**src/rtl/trig_pkg.sv**
```systemverilog
package trig_pkg;
  typedef enum logic [1:0] {
    ACC_NONE  = 2'd0,
    ACC_BCAST = 2'd1,
    ACC_GROUP = 2'd2,
    ACC_UNIQ  = 2'd3
  } acc_e;
endpackage

```
**src/rtl/trig_sid_classify.sv**
```systemverilog
module trig_sid_classify
  import trig_pkg::*;
#(
  parameter int SID_W = 4
) (
  input  logic [SID_W-1:0] sid_i,
  input  logic [SID_W-1:0] usid_i,
  input  logic [SID_W-1:0] gsid_i,
  output acc_e             acc_o
);
  localparam logic [SID_W-1:0] SID_BCAST = '0;

  // broadcast first, then own unique ID, then group ID
  always_comb begin
    if (sid_i == SID_BCAST)   acc_o = ACC_BCAST;
    else if (sid_i == usid_i) acc_o = ACC_UNIQ;
    else if (sid_i == gsid_i) acc_o = ACC_GROUP;
    else                      acc_o = ACC_NONE;
  end
endmodule

```
**src/rtl/trig_mode_reg.sv**
```systemverilog
module trig_mode_reg
  import trig_pkg::*;
#(
  parameter int PM_W = 2,
  parameter int NGRP = 3
) (
  input  logic            clk_i,
  input  logic            rst_ni,
  input  logic            wr_en_i,
  input  acc_e            acc_i,
  input  logic [PM_W-1:0] pm_wr_i,
  input  logic [NGRP-1:0] mask_wr_i,
  output logic [PM_W-1:0] pm_o,
  output logic [NGRP-1:0] mask_o
);
  localparam logic [PM_W-1:0] PM_RSVD = '1;

  logic wr_acc, wr_uniq;
  assign wr_acc  = wr_en_i && (acc_i != ACC_NONE);
  assign wr_uniq = wr_en_i && (acc_i == ACC_UNIQ);

  always_ff @(posedge clk_i or negedge rst_ni) begin
    if (!rst_ni) begin
      pm_o <= '0;
    end else if (wr_acc && (pm_wr_i != PM_RSVD)) begin
      pm_o <= pm_wr_i;
    end
  end

  always_ff @(posedge clk_i or negedge rst_ni) begin
    if (!rst_ni) begin
      mask_o <= '0;
    end else if (wr_uniq) begin
      mask_o <= mask_wr_i;
    end
  end


  mask_src_chk: assert property (@(posedge clk_i) disable iff (!rst_ni)
    !$stable(mask_o) |-> $past(wr_en_i) && ($past(acc_i) == ACC_UNIQ));


  pm_src_chk: assert property (@(posedge clk_i) disable iff (!rst_ni)
    !$stable(pm_o) |-> $past(wr_en_i) && ($past(acc_i) != ACC_NONE)
                       && ($past(pm_wr_i) != PM_RSVD));


  ignore_chk: assert property (@(posedge clk_i) disable iff (!rst_ni)
    wr_en_i && (acc_i == ACC_NONE) |=> $stable(pm_o) && $stable(mask_o));
endmodule

```
**src/rtl/trig_commit_gen.sv**
```systemverilog
module trig_commit_gen
  import trig_pkg::*;
#(
  parameter int NGRP = 3
) (
  input  logic            clk_i,
  input  logic            rst_ni,
  input  logic            wr_en_i,
  input  acc_e            acc_i,
  input  logic [NGRP-1:0] trig_wr_i,
  input  logic [NGRP-1:0] mask_wr_i,
  input  logic [NGRP-1:0] mask_q_i,
  input  logic [NGRP-1:0] pend_i,
  output logic [NGRP-1:0] commit_o
);
  logic wr_acc, wr_uniq;
  assign wr_acc  = wr_en_i && (acc_i != ACC_NONE);
  assign wr_uniq = (acc_i == ACC_UNIQ);

  logic [NGRP-1:0] fire;

  for (genvar g = 0; g < NGRP; g++) begin : g_grp
    logic eff_mask;
    // unique writes gate with their own mask bits, others with stored ones
    assign eff_mask = wr_uniq ? mask_wr_i[g] : mask_q_i[g];
    assign fire[g]  = wr_acc && trig_wr_i[g] && !eff_mask;

    always_ff @(posedge clk_i or negedge rst_ni) begin
      if (!rst_ni) commit_o[g] <= 1'b0;
      else         commit_o[g] <= fire[g] || (mask_q_i[g] && pend_i[g]);
    end


    commit_cause_chk: assert property (@(posedge clk_i) disable iff (!rst_ni)
      commit_o[g] && !($past(mask_q_i[g]) && $past(pend_i[g])) |-> $past(fire[g]));


    pulse_end_chk: assert property (@(posedge clk_i) disable iff (!rst_ni)
      commit_o[g] && !wr_en_i && !pend_i[g] |=> !commit_o[g]);
  end
endmodule

```
**src/rtl/trig_commit_ctrl.sv**
```systemverilog
module trig_commit_ctrl
  import trig_pkg::*;
#(
  parameter int PM_W  = 2,
  parameter int NGRP  = 3,
  parameter int SID_W = 4,
  localparam int DW   = PM_W + 2 * NGRP
) (
  input  logic             clk_i,
  input  logic             rst_ni,
  input  logic             wr_en_i,
  input  logic [DW-1:0]    wr_data_i,
  input  logic [SID_W-1:0] wr_sid_i,
  input  logic [SID_W-1:0] usid_i,
  input  logic [SID_W-1:0] gsid_i,
  input  logic [NGRP-1:0]  pend_i,
  output logic [PM_W-1:0]  pwr_mode_o,
  output logic [NGRP-1:0]  mask_o,
  output logic [NGRP-1:0]  commit_o
);
  localparam int TRIG_LO = 0;
  localparam int MASK_LO = NGRP;
  localparam int PM_LO   = 2 * NGRP;

  acc_e            acc;
  logic [NGRP-1:0] trig_wr, mask_wr;
  logic [PM_W-1:0] pm_wr;

  assign trig_wr = wr_data_i[TRIG_LO +: NGRP];
  assign mask_wr = wr_data_i[MASK_LO +: NGRP];
  assign pm_wr   = wr_data_i[PM_LO +: PM_W];

  trig_sid_classify #(.SID_W(SID_W)) u_cls (
    .sid_i  (wr_sid_i),
    .usid_i (usid_i),
    .gsid_i (gsid_i),
    .acc_o  (acc)
  );

  trig_mode_reg #(.PM_W(PM_W), .NGRP(NGRP)) u_reg (
    .clk_i     (clk_i),
    .rst_ni    (rst_ni),
    .wr_en_i   (wr_en_i),
    .acc_i     (acc),
    .pm_wr_i   (pm_wr),
    .mask_wr_i (mask_wr),
    .pm_o      (pwr_mode_o),
    .mask_o    (mask_o)
  );

  trig_commit_gen #(.NGRP(NGRP)) u_cmt (
    .clk_i     (clk_i),
    .rst_ni    (rst_ni),
    .wr_en_i   (wr_en_i),
    .acc_i     (acc),
    .trig_wr_i (trig_wr),
    .mask_wr_i (mask_wr),
    .mask_q_i  (mask_o),
    .pend_i    (pend_i),
    .commit_o  (commit_o)
  );


  direct_commit_chk: assert property (@(posedge clk_i) disable iff (!rst_ni)
    (mask_o & pend_i) != '0 |=> (commit_o & $past(mask_o & pend_i)) == $past(mask_o & pend_i));


  foreign_sid_chk: assert property (@(posedge clk_i) disable iff (!rst_ni)
    wr_en_i && (wr_sid_i != '0) && (wr_sid_i != usid_i) && (wr_sid_i != gsid_i)
      && ((mask_o & pend_i) == '0) |=> commit_o == '0);
endmodule

```
**config.mk**
```make
export PLATFORM = sky130hd
export DESIGN_NAME = trig_commit_ctrl
export DESIGN_NICKNAME = d
export VERILOG_FILES = /design/src/rtl/trig_pkg.sv /design/src/rtl/trig_sid_classify.sv /design/src/rtl/trig_mode_reg.sv /design/src/rtl/trig_commit_gen.sv /design/src/rtl/trig_commit_ctrl.sv
export SDC_FILE = /design/constraint.sdc
export NUM_CORES = 1
export LEC_CHECK = 0
export ABC_AREA = 1
export BUFFER_PORTS_ARGS = -buffer_cell sky130_fd_sc_hd__buf_2
export CORE_MARGIN = 4
export CORE_UTILIZATION = 47
export DETAILED_ROUTE_END_ITERATION = 8
export PLACE_DENSITY = 0.82
export RECOVER_POWER = 100
export SLEW_MARGIN = 20
export SYNTH_ARGS = -nofsm -noshare
export SYNTH_HDL_FRONTEND = slang
export SYNTH_SLANG_ARGS = --single-unit
```
**constraint.sdc**
```tcl
create_clock -name clk_i -period 2.52 [get_ports clk_i]
set_clock_uncertainty 0.15 [all_clocks]
set_input_delay 0.63 -clock clk_i [delete_from_list [all_inputs] [get_ports clk_i]]
set_output_delay 0.63 -clock clk_i [all_outputs]
set_load 0.02 [all_outputs]
```
**After elaboration in Yosys (flattened, before gate mapping)**

Cells that the tools add are included.

- Eq/ne operators: 4
- Multiplexer cells: 6
- Reductions and logical operators: 20

Operators with widths:

| cell | count |
|---|---|
| 1-bit logical AND | 12 |
| 4-bit equality test | 2 |
| 2-bit two-way mux | 3 |
| 4-bit zero test | 1 |
| 1-bit zero test | 3 |
| 1-bit logical OR | 3 |
| 1-bit two-way mux | 3 |
| 2-bit equality test (second input constant) | 1 |
| 2-bit inequality test (second input constant) | 1 |
| 2-bit nonzero test | 1 |

- Register bits after elaboration: 8
- Word-level logic and storage cells: 35

**Longest topological paths before layout**

- Depth in word-level cells: 9
- Gate-level depth with buffers: 9

**Modules after synthesis**

From an unflattened synthesis, not the netlist that was laid out.

- Cell total of the unflattened synthesis: 96
- Area total of the unflattened synthesis: 564.3 um2

Modules (own cells, without submodules):

| module | times used | cells each | area an instance (um2) |
|---|---|---|---|
| trig_mode_reg | 1 | 26 | 220.2 |
| trig_sid_classify | 1 | 45 | 175.2 |
| trig_commit_gen | 1 | 25 | 168.9 |

**Worst setup path before layout**

Ideal clock, no wire load.

- Path type: input to register
- Start: input port usid_i[2]
- End: register u_reg.pm_o[0]
- Arrival time: 1.277 ns
- Setup slack: 0.976 ns
- Cell stages on the path: 9
- Path buffers: 0
- Cells stage by stage: inv_1 -> nand2_1 -> nand2_2 -> nor2_8 -> nand2_4 -> nand3_4 -> nand3_1 -> nand2_1 -> nand2_1

- Word-level cells in the longest chain between the ends: 6

Ends and longest elaborated chain:

| what | RTL line | RTL |
|---|---|---|
| from (decl) | trig_commit_ctrl.sv:14 | `input logic [SID_W-1:0] usid_i,` |
| 4-bit equality test | trig_sid_classify.sv:16 | `else if (sid_i == usid_i) acc_o = ACC_UNIQ;` |
| 2-bit two-way mux | trig_sid_classify.sv:16 |  |
| 2-bit two-way mux | trig_sid_classify.sv:15 | `if (sid_i == SID_BCAST) acc_o = ACC_BCAST;` |
| 2-bit nonzero test | trig_mode_reg.sv:19 | `assign wr_acc = wr_en_i && (acc_i != ACC_NONE);` |
| 1-bit logical AND | trig_mode_reg.sv:19 |  |
| 1-bit logical AND | trig_mode_reg.sv:25 | `end else if (wr_acc && (pm_wr_i != PM_RSVD)) begin` |
| to (signal assigned) | trig_mode_reg.sv:26 | `pm_o <= pm_wr_i;` |
| to (decl) | trig_mode_reg.sv:13 | `output logic [PM_W-1:0] pm_o,` |

No other way between the ends.
A chain may end at the register's enable or synchronous reset.

**Final worst setup path**

- Start: input port wr_sid_i[2]
- End: register u_reg.mask_o[1]

- Word-level cells in the longest chain between the ends: 6
- Elaborated cells on any way between the ends: 8
- Those cells by class: eq/ne (3); mux (3); reduce/logical (2)

Ends and longest elaborated chain:

| what | RTL line | RTL |
|---|---|---|
| from (decl) | trig_commit_ctrl.sv:13 | `input logic [SID_W-1:0] wr_sid_i,` |
| 4-bit equality test | trig_sid_classify.sv:17 | `else if (sid_i == gsid_i) acc_o = ACC_GROUP;` |
| 2-bit two-way mux | trig_sid_classify.sv:17 |  |
| 2-bit two-way mux | trig_sid_classify.sv:16 |  |
| 2-bit two-way mux (*) | trig_sid_classify.sv:15 |  |
| 2-bit equality test (*) | trig_mode_reg.sv:20 | `assign wr_uniq = wr_en_i && (acc_i == ACC_UNIQ);` |
| 1-bit logical AND (*) | trig_mode_reg.sv:20 |  |
| to (signal assigned) | trig_mode_reg.sv:34 | `mask_o <= mask_wr_i;` |
| to (decl) | trig_mode_reg.sv:14 | `output logic [NGRP-1:0] mask_o` |

Every way passes the cells marked *; elsewhere a longest branch is shown, timed or not.

==> metrics <==
outcome finished, final reports clean; setup_tns 0 ns; Critical Path RT 2.54 ns; fraction of the cycle the final worst path needs 0.748; clock-pin slew on the worst setup and hold paths 0.06 ns; CTS tree yes; Placement Cell Area 848 sq um; height of the die 45.6 um; DRT Wirelength 1530 um; Pwr Density 574 nW/um^2; htree depth 1; largest family of logic cells by synthesized area simple AND/OR/NAND/NOR gates; mux contribution to synthesized area 0; drt pass-1 iters 5; Gate Count Post-Synth 92; Top Metal Used met4; Antenna Cells 0; P&R area growth vs syn 24.1%; crit path DAT 1.90 ns; Rel. slew slack 0.674; largest net degree at the start of global routing 9; Tmin final 1.89 ns; PostCTS Resize Cnt 0; layout cells sized above 1 0.344; hpwl dp 1290 um; XOR/XNOR Fraction of Synth Area 0; Setup Viol. Count Final 0; Die Area 2080 sq um; Antenna Violating Nets Remaining 0; total CTS buffers 3; RePlAce Congestion 0.823; final standard cell area without fillers 825 sq um; Yosys warning total 0; Max clock buf depth 2; Tightest Hold Check Type input pin to asynchronous set/reset pin; Synth cell types 15; clock latency on the worst-skew pair 0.25 ns; mapped cell area 664 sq um; DRT iter0 DRCs 6; grt total ovfl 0; Synth Net Count 118; Layout Nets 156; global-route wire length before repair 2440 um; wire length on met3 119 um; initial antenna violation count 0; Crit Path Category input pin to flip-flop; cts-stage hold buffer count 0; Leak 0.526 nW; Via density 4.64; FF+latch count, synth 8; Setup crit end kind flip-flop; max-cap check violation count 0; Worst Path Max Fanout 6; core area 1320 sq um; starting density of the core 0.504; GRT Resource Usage Total 0.164; post-synthesis simple-gate area fraction 0.524; post-synth top area share 0.301; total clock sinks 8; dominant cell type by area after synthesis dfrtp_1; most area-consuming cells after synthesis dfrtp_1, nand2_1, inv_1; vias in the first global route 636; Seq/Total Area, Yosys 0.301; Avg Cell Area, Syn 7.22 sq um; Die W 45.6 um; met2 wire length 778 um; IO Count 34; Met1 Routed Length 629 um; DRC viols 0; maximum vdd ir drop 0.434 mV; clk root buf clkbuf_4; vias 664; # rows 13; Pins Over Slew Limit 0; Synth Area in Compound Gates 0.0734; startpoint types input pin; worst slew pin tran 0.487 ns; setup repair bufs after CTS 0; RSZ-0062 raised after global routing no; per-cell routed wire length 10.7 um; Final Hold Violating Endpoints 0; IO buf count 33; adder-cell area share of the yosys netlist 0; post-layout util 0.626; Fmax achieved 530 MHz
==> area by class of cell <==
class                   count  area, sq um
fillers                   135          493
multi-input cells          66          362
flip-flops and latches      8          200
repair buffers             33          154
inverters                  18         67.6
clock buffers               3         22.5
well taps                  15         18.8
==> kinds of logic after synthesis <==
kind of cell	count (synthesis)
and+or+nand+nor	60
AOI/OAI and AO/OA	6
buffers and inverters	18
DFF	8
==> cells in the mapped netlist <==
| cell | n |
|---|---|
| dfrtp_1 | 8 |
| inv_1 | 14 |
| inv_2 | 4 |
| nand2_1 | 31 |
| nand2_2 | 5 |
| nand2_4 | 3 |
| nand3_1 | 4 |
| nand3_2 | 1 |
| nand3_4 | 1 |
| nand4_1 | 5 |
| nand4_2 | 2 |
| nor2_1 | 6 |
| nor2_8 | 2 |
| o21ai_1 | 3 |
| o21bai_2 | 3 |
==> layout by cell type (no fill, tap or decap), drive strengths merged <==
cell    instances
nand3           6
o21ai           3
inv            18
nor2            8
clkbuf         12
dfrtp           8
nand2          39
o21bai          3
nand4           7
buf            24
==> power by group <==
group	switching, mW	internal (mW)
Clock	0.0461	0.0547
Combinational	0.124	0.0666
Sequential	0.0214	0.160
Total	0.191	0.282
==> metrics by stage <==
| step | cells | hold WS [ns] | power, mW | worst slack [ns] |
|---|---|---|---|---|
| 2_1_floorplan | 92 | 0.184 | 0.314 | 0.976 |
| 3_3_place_gp | 140 | 0.304 | 0.383 | 0.810 |
| 3_5_place_dp | 140 | 0.311 | 0.393 | 0.746 |
| 4_1_cts | 143 | 0.0591 | 0.496 | 0.902 |
| 5_1_grt | 143 | 0.165 | 0.508 | 0.435 |
| 6_report | 143 | 0.142 | 0.473 | 0.634 |
==> critical path: stages <==
cell	delay (ns)
buf_2	0.11
inv_1	0.07
nand2_2	0.06
nand2_2	0.04
nor2_1	0.39
nand4_1	0.34
o21ai_0	0.26
==> path summary, 6_finish.rpt <==
| path | from | endpoint | slack, ns | cells after the start |
|---|---|---|---|---|
| setup / recovery | wr_sid_i[2] | u_reg.mask_o[1] | 0.63 | 7 |
| hold / removal | rst_ni | u_reg.pm_o[1] | 0.14 | 1 |
| setup reg to reg | u_reg.mask_o[0] | u_cmt.commit_o[0] | 1.57 | 3 |
| hold reg to reg | u_reg.pm_o[1] | u_reg.pm_o[1] | 0.32 | 2 |
| max in group asynchronous | rst_ni | u_cmt.commit_o[2] | 1.76 | 1 |
| min in group clk_i | u_reg.pm_o[1] | u_reg.pm_o[1] | 0.32 | 2 |
==> per-layer routing <==
layer / global-route usage / vias to the layer above
met4: 0.0351 / 0
met5: 0 / -
met1: 0.188 / 283
met3: 0.0593 / 2
li1: - / 360
met2: 0.287 / 19
==> flip-flops by register name (all words and copies together) (netlist names) <==
register	cells
u_cmt.commit_o	3
u_reg.mask_o	3
u_reg.pm_o	2
No activity file was read; power rests on OpenSTA's default activity.
